===== config.mk =====
export PLATFORM = sky130hd
export DESIGN_NAME = bus_repeater_switch
export DESIGN_NICKNAME = d
export VERILOG_FILES = /design/src/rtl/brs_pkg.sv /design/src/rtl/brs_sync.sv /design/src/rtl/brs_clk_route.sv /design/src/rtl/brs_dat_arbiter.sv /design/src/rtl/bus_repeater_switch.sv
export SDC_FILE = /design/constraint.sdc
export NUM_CORES = 1
export LEC_CHECK = 0
export BUFFER_PORTS_ARGS = -buffer_cell sky130_fd_sc_hd__buf_4
export CORE_MARGIN = 8
export CORE_UTILIZATION = 55
export DETAILED_ROUTE_END_ITERATION = 16
export PLACE_DENSITY = 0.79
export SLEW_MARGIN = 20
export SYNTH_ARGS = -nofsm -noshare
export SYNTH_HDL_FRONTEND = slang
export SYNTH_HIERARCHICAL = 1
export SYNTH_SLANG_ARGS = --single-unit

===== constraint.sdc =====
create_clock -name clk -period 2.55 [get_ports clk]
set_input_delay 0.255 -clock clk [delete_from_list [all_inputs] [get_ports clk]]
set_output_delay 0.255 -clock clk [all_outputs]
set_load 0.03 [all_outputs]

===== src/rtl/brs_pkg.sv =====
`timescale 1ns/1ps
package brs_pkg;
    localparam int BRS_CFG_W  = 8;
    localparam int BRS_NUM_CH = 4;
    localparam int BRS_SYNC_N = 2;

    typedef enum logic [1:0] {
        SIDE_NONE = 2'd0,
        SIDE_UP   = 2'd1,
        SIDE_DN   = 2'd2
    } side_e;
endpackage


===== src/rtl/brs_sync.sv =====
`timescale 1ns/1ps
module brs_sync #(
    parameter int WIDTH  = 10,
    parameter int STAGES = 2
) (
    input  logic             clk,
    input  logic             rst_n,
    input  logic [WIDTH-1:0] din,
    output logic [WIDTH-1:0] dout
);
    logic [STAGES-1:0][WIDTH-1:0] pipe_d, pipe_q;

    always_comb begin
        pipe_d[0] = din;
        for (int s = 1; s < STAGES; s++) begin
            pipe_d[s] = pipe_q[s-1];
        end
    end

    // Idle open-drain wires read high, so reset to ones.
    always_ff @(posedge clk or negedge rst_n) begin
        if (!rst_n) pipe_q <= '1;
        else        pipe_q <= pipe_d;
    end

    assign dout = pipe_q[STAGES-1];
endmodule


===== src/rtl/brs_clk_route.sv =====
`timescale 1ns/1ps
module brs_clk_route #(
    parameter int NUM_CH = 4
) (
    input  logic              clk,
    input  logic              rst_n,
    input  logic              reverse,
    input  logic [NUM_CH-1:0] en,
    input  logic              up_lvl,
    input  logic [NUM_CH-1:0] dn_lvl,
    output logic              up_pull,
    output logic [NUM_CH-1:0] dn_pull
);
    typedef struct packed {
        logic              up_pull;
        logic [NUM_CH-1:0] dn_pull;
    } clk_st_t;

    clk_st_t st_d, st_q;

    always_comb begin
        st_d = '0;
        if (reverse) begin
            st_d.up_pull = |(en & ~dn_lvl);
        end else begin
            st_d.dn_pull = en & {NUM_CH{~up_lvl}};
        end
    end

    always_ff @(posedge clk or negedge rst_n) begin
        if (!rst_n) st_q <= '0;
        else        st_q <= st_d;
    end

    assign up_pull = st_q.up_pull;
    assign dn_pull = st_q.dn_pull;

    AST_CLK_ONE_WAY: assert property (@(posedge clk) disable iff (!rst_n)
        !(up_pull && (|dn_pull)));
    AST_CLK_DISABLED: assert property (@(posedge clk) disable iff (!rst_n)
        ((dn_pull & ~$past(en)) == '0));
    AST_CLK_FWD: assert property (@(posedge clk) disable iff (!rst_n)
        (!reverse && !up_lvl) |=> (dn_pull == $past(en)));
endmodule


===== src/rtl/brs_dat_arbiter.sv =====
`timescale 1ns/1ps
module brs_dat_arbiter
    import brs_pkg::*;
#(
    parameter int NUM_CH = 4
) (
    input  logic              clk,
    input  logic              rst_n,
    input  logic [NUM_CH-1:0] en,
    input  logic              up_lvl,
    input  logic [NUM_CH-1:0] dn_lvl,
    output logic              up_pull,
    output logic [NUM_CH-1:0] dn_pull
);
    localparam int IDX_W = (NUM_CH > 1) ? $clog2(NUM_CH) : 1;

    typedef struct packed {
        side_e             side;
        logic [IDX_W-1:0]  idx;
        logic              up_prev;
        logic [NUM_CH-1:0] dn_prev;
        logic              up_pull;
        logic [NUM_CH-1:0] dn_pull;
    } arb_st_t;

    arb_st_t           st_d, st_q;
    logic              up_fall;
    logic [NUM_CH-1:0] dn_fall;
    logic              win_low;

    always_comb begin
        st_d         = st_q;
        st_d.up_prev = up_lvl;
        st_d.dn_prev = dn_lvl;
        up_fall      = st_q.up_prev & ~up_lvl;
        dn_fall      = st_q.dn_prev & ~dn_lvl & en;

        case (st_q.side)
            SIDE_UP: win_low = ~up_lvl;
            SIDE_DN: win_low = ~dn_lvl[st_q.idx] & en[st_q.idx];
            default: win_low = 1'b0;
        endcase

        if (st_q.side == SIDE_NONE) begin
            if (up_fall) begin
                st_d.side = SIDE_UP;
            end else begin
                // Descending scan: the lowest falling channel is written last.
                for (int k = NUM_CH - 1; k >= 0; k--) begin
                    if (dn_fall[k]) begin
                        st_d.side = SIDE_DN;
                        st_d.idx  = IDX_W'(k);
                    end
                end
            end
        end else if (!win_low) begin
            st_d.side = SIDE_NONE;
        end

        st_d.up_pull = (st_d.side == SIDE_DN);
        st_d.dn_pull = (st_d.side == SIDE_UP) ? en : '0;
    end

    always_ff @(posedge clk or negedge rst_n) begin
        if (!rst_n) begin
            st_q         <= '0;
            st_q.up_prev <= 1'b1;
            st_q.dn_prev <= '1;
        end else begin
            st_q <= st_d;
        end
    end

    assign up_pull = st_q.up_pull;
    assign dn_pull = st_q.dn_pull;

    AST_DAT_ONE_DIR: assert property (@(posedge clk) disable iff (!rst_n)
        !(up_pull && (|dn_pull)));
    AST_DAT_DISABLED: assert property (@(posedge clk) disable iff (!rst_n)
        ((dn_pull & ~$past(en)) == '0));
    AST_LOCK_HOLD: assert property (@(posedge clk) disable iff (!rst_n)
        (st_q.side != SIDE_NONE && win_low)
        |=> (st_q.side == $past(st_q.side) && st_q.idx == $past(st_q.idx)));
    AST_RELEASE: assert property (@(posedge clk) disable iff (!rst_n)
        (st_q.side != SIDE_NONE && !win_low) |=> (st_q.side == SIDE_NONE));
endmodule


===== src/rtl/bus_repeater_switch.sv =====
`timescale 1ns/1ps
module bus_repeater_switch
    import brs_pkg::*;
#(
    parameter int NUM_CH = BRS_NUM_CH,
    parameter int CFG_W  = BRS_CFG_W,
    parameter int SYNC_N = BRS_SYNC_N
) (
    input  logic              clk,
    input  logic              rst_n,
    input  logic              cfg_we,
    input  logic [CFG_W-1:0]  cfg_wdata,
    input  logic              up_clk_in,
    output logic              up_clk_pull,
    input  logic              up_dat_in,
    output logic              up_dat_pull,
    input  logic [NUM_CH-1:0] dn_clk_in,
    output logic [NUM_CH-1:0] dn_clk_pull,
    input  logic [NUM_CH-1:0] dn_dat_in,
    output logic [NUM_CH-1:0] dn_dat_pull
);
    localparam int SW = 2 * NUM_CH + 2;

    logic [CFG_W-1:0]  cfg_d, cfg_q;
    logic [NUM_CH-1:0] ch_en;
    logic              clk_rev;
    logic              cfg_unused;
    logic [SW-1:0]     lvl_raw, lvl_s;

    always_comb begin
        cfg_d = cfg_we ? cfg_wdata : cfg_q;
    end

    always_ff @(posedge clk or negedge rst_n) begin
        if (!rst_n) cfg_q <= '0;
        else        cfg_q <= cfg_d;
    end

    assign ch_en      = cfg_q[NUM_CH-1:0];
    assign clk_rev    = cfg_q[CFG_W-1];
    assign cfg_unused = ^cfg_q[CFG_W-2:NUM_CH];

    assign lvl_raw = {up_clk_in, up_dat_in, dn_clk_in, dn_dat_in};

    brs_sync #(.WIDTH(SW), .STAGES(SYNC_N)) u_sync (
        .clk  (clk),
        .rst_n(rst_n),
        .din  (lvl_raw),
        .dout (lvl_s)
    );

    brs_clk_route #(.NUM_CH(NUM_CH)) u_clk (
        .clk    (clk),
        .rst_n  (rst_n),
        .reverse(clk_rev),
        .en     (ch_en),
        .up_lvl (lvl_s[SW-1]),
        .dn_lvl (lvl_s[2*NUM_CH-1:NUM_CH]),
        .up_pull(up_clk_pull),
        .dn_pull(dn_clk_pull)
    );

    brs_dat_arbiter #(.NUM_CH(NUM_CH)) u_dat (
        .clk    (clk),
        .rst_n  (rst_n),
        .en     (ch_en),
        .up_lvl (lvl_s[SW-2]),
        .dn_lvl (lvl_s[NUM_CH-1:0]),
        .up_pull(up_dat_pull),
        .dn_pull(dn_dat_pull)
    );

    AST_CFG_LOAD: assert property (@(posedge clk) disable iff (!rst_n)
        cfg_we |=> (cfg_q == $past(cfg_wdata)));
endmodule


; Yosys cells after proc, flatten, opt, wreduce, memory -nomap -nowiden
; Index checks and enable logic that the tools add are counted.
[op_classes]
n_lt_le_gt_ge = 1
eq_ne = 4
n_mux = 15
bitwise = 12
reduce_logical = 4
[ops]
columns = operator, n
row1 = $mux 4, 6
row2 = $and 4x4->4, 4
row3 = $not 4->4, 2
row4 = $mux 2, 3
row5 = $bmux 1 s2, 2
row6 = $eq 2x1->1 const B, 2
row7 = $eq 2x2->1 const B, 2
row8 = $not 1->1, 4
row9 = $reduce_bool 4->1, 1
row10 = $reduce_or 4->1, 1
row11 = $lt 2x3->1 const B, 1
row12 = $mux 1, 3
row13 = $reduce_and 3->1, 1
row14 = $and 1x1->1, 2
row15 = $logic_not 2->1, 1
row16 = $pmux 1 s2, 1
[word_totals]
ff_bits = 47
in_bits = 21
output_inout_bits = 10
elab_cells = 47

; Depth between registers and ports, before layout
[depth]
ltp_word = 11
ltp_mapped = 6
depth_no_buf = 6

; Cells and area by module
; The synthesis kept the hierarchy.
[by_module_without_submodules]
columns = mod, n_inst, cells_per_inst, area_per_inst_um2, seq_area_each_um2
row1 = brs_dat_arbiter, 1, 64, 732.0, 356.6
row2 = brs_sync, 1, 20, 525.5, 525.5
row3 = brs_clk_route, 1, 15, 191.4, 125.1
row4 = bus_repeater_switch, 1, 10, 181.4, 125.1

; Worst setup path before layout
; OpenSTA, ideal clock, no wires.
[synth_timing]
path_type = register to register
from = reg u_sync.pipe_q, in the netlist u_sync/dout[3]
to = reg u_dat.st_q, in the netlist u_dat/dn_pull[0]
setup_time_ps = 135
t_arrival_ps = 1532
required_time_ps = 2415
setup_slack_ps = 883
path_stages_with_launch = 5
path_buffers = 0
cell_sequence = dfstp_2 nor2b_4 mux4_2 a311oi_4 nor3_1
[synth_lines]
columns = item, line_no
row1 = start: declaration, brs_sync.sv:11  ; logic [STAGES-1:0][WIDTH-1:0] pipe_d, pipe_q;
row2 = start signal: assignment, brs_sync.sv:23  ; else pipe_q <= pipe_d;
row3 = end signal: assignment, brs_dat_arbiter.sv:70  ; st_q <= st_d;
row4 = end: declaration, brs_dat_arbiter.sv:26  ; arb_st_t st_d, st_q;

==> flow_metrics.tcl <==
set metrics [dict create \
    critPathKind "reg2reg" \
    finalSetupViolations 0 \
    syn_area_sq_um 1630 \
    fmax_mhz 556.3 \
    die-area_sq_um 4963 \
    hold_start "cfg_wdata[3]" \
    die_x_microns 70.45 \
    cts_buffers 5 \
    slowest_stage "mux4_2" \
    dpl_cell_area_sq_um 1842 \
    synth_top_family_by_area "simple AND/OR/NAND/NOR gates" \
    rows 19 \
    drt_iter0_drc 53 \
    grt.total_usage_pct 11.76 \
    synth-xor-area-share_pct 0 \
    gp_congestion 0.7168 \
    htreeDepth 2 \
    cp_data_required_time_ns 2.77 \
    path_buf_inv 0 \
    die_h_microns 70.45 \
    syn2layout_area_growth_pct 23.71 \
    slew_headroom_pct 65.50 \
    cts.clk_slew.worst_paths_ns 0.12 \
    drtPass1Iterations 4 \
    ioPinCount 31 \
    path_cells "nor2b_4 > mux4_2 > a311oi_4 > nor3_1" \
    min_period_ns 1.798 \
    p_leak_nw 0.9121 \
    utilization_pct 72.51 \
    cts-root-buf "clkbuf_4" \
    syn_avg_cell_area_sq_um 14.96 \
    final_area_sq_um 2017 \
    vdd_drop_max_v 0.0008035 \
    drive_gt1_share_pct 46.36 \
    vias 962 \
    synth-compound-area-share_pct 7.368 \
    syn-num-nets 133 \
    path_max_fanout 5 \
    ant_nets 0 \
    fin_skew_ns 0.005620 \
    grt_pass1_vias 1039 \
    crit_family "multiplexers" \
    setup-tns-final_ns 0 \
    drt-wirelength-per-cell_microns 15.47 \
    period_share_pct 70.50 \
    fin_nets 174 \
    crit_arrival_ns 2.02 \
    wl_microns 2816 \
    clk_latency_ns 0.34 \
    critical-path-max-stage-delay_ns 0.52 \
    hp-class "in2reg" \
    synth-seq-cells 44 \
    layoutNonFillerInstCount 182 \
    viasPerCell 5.286 \
    placed_cells 163 \
    cts.sinks 44 \
    rr_startpoint "cfg_q[3]" \
    antenna_found_initial 0 \
    drc 0 \
    tritoncts "yes" \
    grt_setup_unrepaired "false" \
    yosys.area.top_type "dfstp_2" \
    critPathLaunchType "flip-flop" \
    slew_violations 0 \
    worst_pin_slew_ns 0.5174 \
    initial_core_util_pct 58.61 \
    maxCapViolCount 0 \
    critPathLaunch "cfg_q[3]" \
    synthAdderAreaFrac_pct 2.302 \
    grt_max_degree 45 \
    synth_warnings 6 \
    syn_inst 109 \
    synthTopCellsByArea "dfstp_2, dfrtp_1, mux2_2" \
    ctsLongestPathBuffers 2 \
    core_sq_um 2781 \
    hold_viol_final 0 \
    powerDensity_nw_per_um2 819.5 \
    portBuffers 27 \
    grt_first_pass_wirelength_microns 4636 \
    synthMuxAreaShare_pct 4.835 \
    grt.overflow.total 0 \
    synth_top_area_share_pct 40.29 \
    diodes 0 \
    worstSetupEndpointType "flip-flop" \
    cts_resized 0 \
    post-dp-hpwl_microns 1936 \
    whs_ns 0.1387 \
    yosysSeqAreaShare_pct 69.46 \
    ys_types 28 \
    status "complete, no violations" \
    synth_simple_gate_area_share_pct 13.74 \
]
-- placed cells by master, fill, tap and decap left out, drive strengths merged --
master | synthesis | final
mux2 | 5 | 5
and2 | 4 | 4
nor2 | 6 | 6
nor4bb | 1 | 1
a211oi | 2 | 2
o22a | 2 | 2
a311oi | 1 | 1
ha | 3 | 3
nor3 | 4 | 4
nand3b | 1 | 1
nand2 | 6 | 6
dfrtp | 19 | 19
buf | 4 | 27
o41a | 1 | 1
o21ai | 2 | 2
clkbuf | 0 | 6
a2111oi | 1 | 1
dlygate4sd3 | 0 | 11
a21oi | 2 | 2
and4b | 1 | 1
mux4 | 1 | 1
clkinv | 0 | 1
a2bb2oi | 1 | 1
nand2b | 1 | 1
dfstp | 25 | 25
nor2b | 9 | 9
and3b | 4 | 4
o22ai | 1 | 1
inv | 2 | 3
-- worst reg2reg max path, cell delays in order, from the launching register on --
cell and delay, ns:
dfrtp_1 0.46, nor2b_4 0.17, mux4_2 0.52, a311oi_4 0.41, nor3_1 0.11
-- cells in the mapped netlist --
| library cell | count |
|---|---|
| dfstp_2 | 25 |
| dfrtp_1 | 19 |
| nor2b_1 | 8 |
| nand2_1 | 6 |
| nor2_1 | 6 |
| mux2_2 | 5 |
| and3b_1 | 4 |
| buf_4 | 4 |
| nor3_1 | 4 |
| and2_1 | 3 |
| ha_1 | 3 |
| a211oi_1 | 2 |
| a21oi_1 | 2 |
| inv_1 | 2 |
| o21ai_0 | 2 |
| o22a_1 | 2 |
| a2111oi_2 | 1 |
| a2bb2oi_1 | 1 |
| a311oi_4 | 1 |
| and2_2 | 1 |
| and4b_1 | 1 |
| mux4_2 | 1 |
| nand2b_1 | 1 |
| nand3b_1 | 1 |
| nor2b_4 | 1 |
| nor4bb_1 | 1 |
| o22ai_1 | 1 |
| o41a_1 | 1 |
-- sequential cells by signal, summed over array words and instances (netlist names) --
name,count
cfg_q,5
u_clk/up_pull,1
u_sync/dout,10
u_dat/dn_pull,4
u_clk/dn_pull,4
u_dat/up_pull,1
u_dat/st_q,9
u_sync/pipe_d,10
-- power breakdown --
part / total (mW) / internal [mW] / switching [mW]
Combinational: 0.457 / 0.200 / 0.258
Sequential: 0.849 / 0.797 / 0.0520
Clock: 0.346 / 0.137 / 0.210
-- cell type report --
class	instances	area, sq um
inverters	2	7.507
fillers	180	764.5
flip-flops and latches	44	1132
clock buffers	6	51.30
multi-input cells	59	460.4
clock inverters	2	13.76
repair buffers	38	312.8
well taps	31	38.79
-- metrics by stage --
| step | worst slack, ns | power [mW] |
|---|---|---|
| CTS | 0.7437 | 1.672 |
| global placement | 0.8226 | 1.272 |
| global route | 0.6939 | 1.739 |
| finish | 0.7523 | 1.653 |
| detailed placement | 0.7690 | 1.304 |
| floorplan | 0.8827 | 1.178 |
-- layer usage --
metal	part of all wire (%)	wire (microns)	GRT usage, %
met2	56	1586	21.13
met4	1.5	42	5.804
met3	6.4	181	5.085
met5	0	0	0
met1	36	1005	11.02
-- timing repair --
item / in CTS / in global routing
setup endpoints to repair: 0 / 0
endpoints found under the hold margin: 29 / 0
hold buffers: 11 / 0
buffers inserted: 0 / 0
-- cells by family after synthesis --
family	count (synthesis)
buf+inv	6
compound gates	13
simple gates	37
fa+ha+maj	3
mux	6
flops	44
-- path summary, 6_finish.rpt --
path	endpoint	slack, ns	cells after the start
setup / recovery	u_dat/dn_pull[0]	0.75	4
hold / removal	cfg_q[3]	0.14	2
setup reg to reg	u_dat/dn_pull[0]	0.75	4
hold reg to reg	u_sync/dout[7]	0.36	0
max in group asynchronous	u_dat/st_q[5]	1.73	2
min in group asynchronous	u_clk/up_pull	0.44	2
Power figures use the tool's default switching activity.
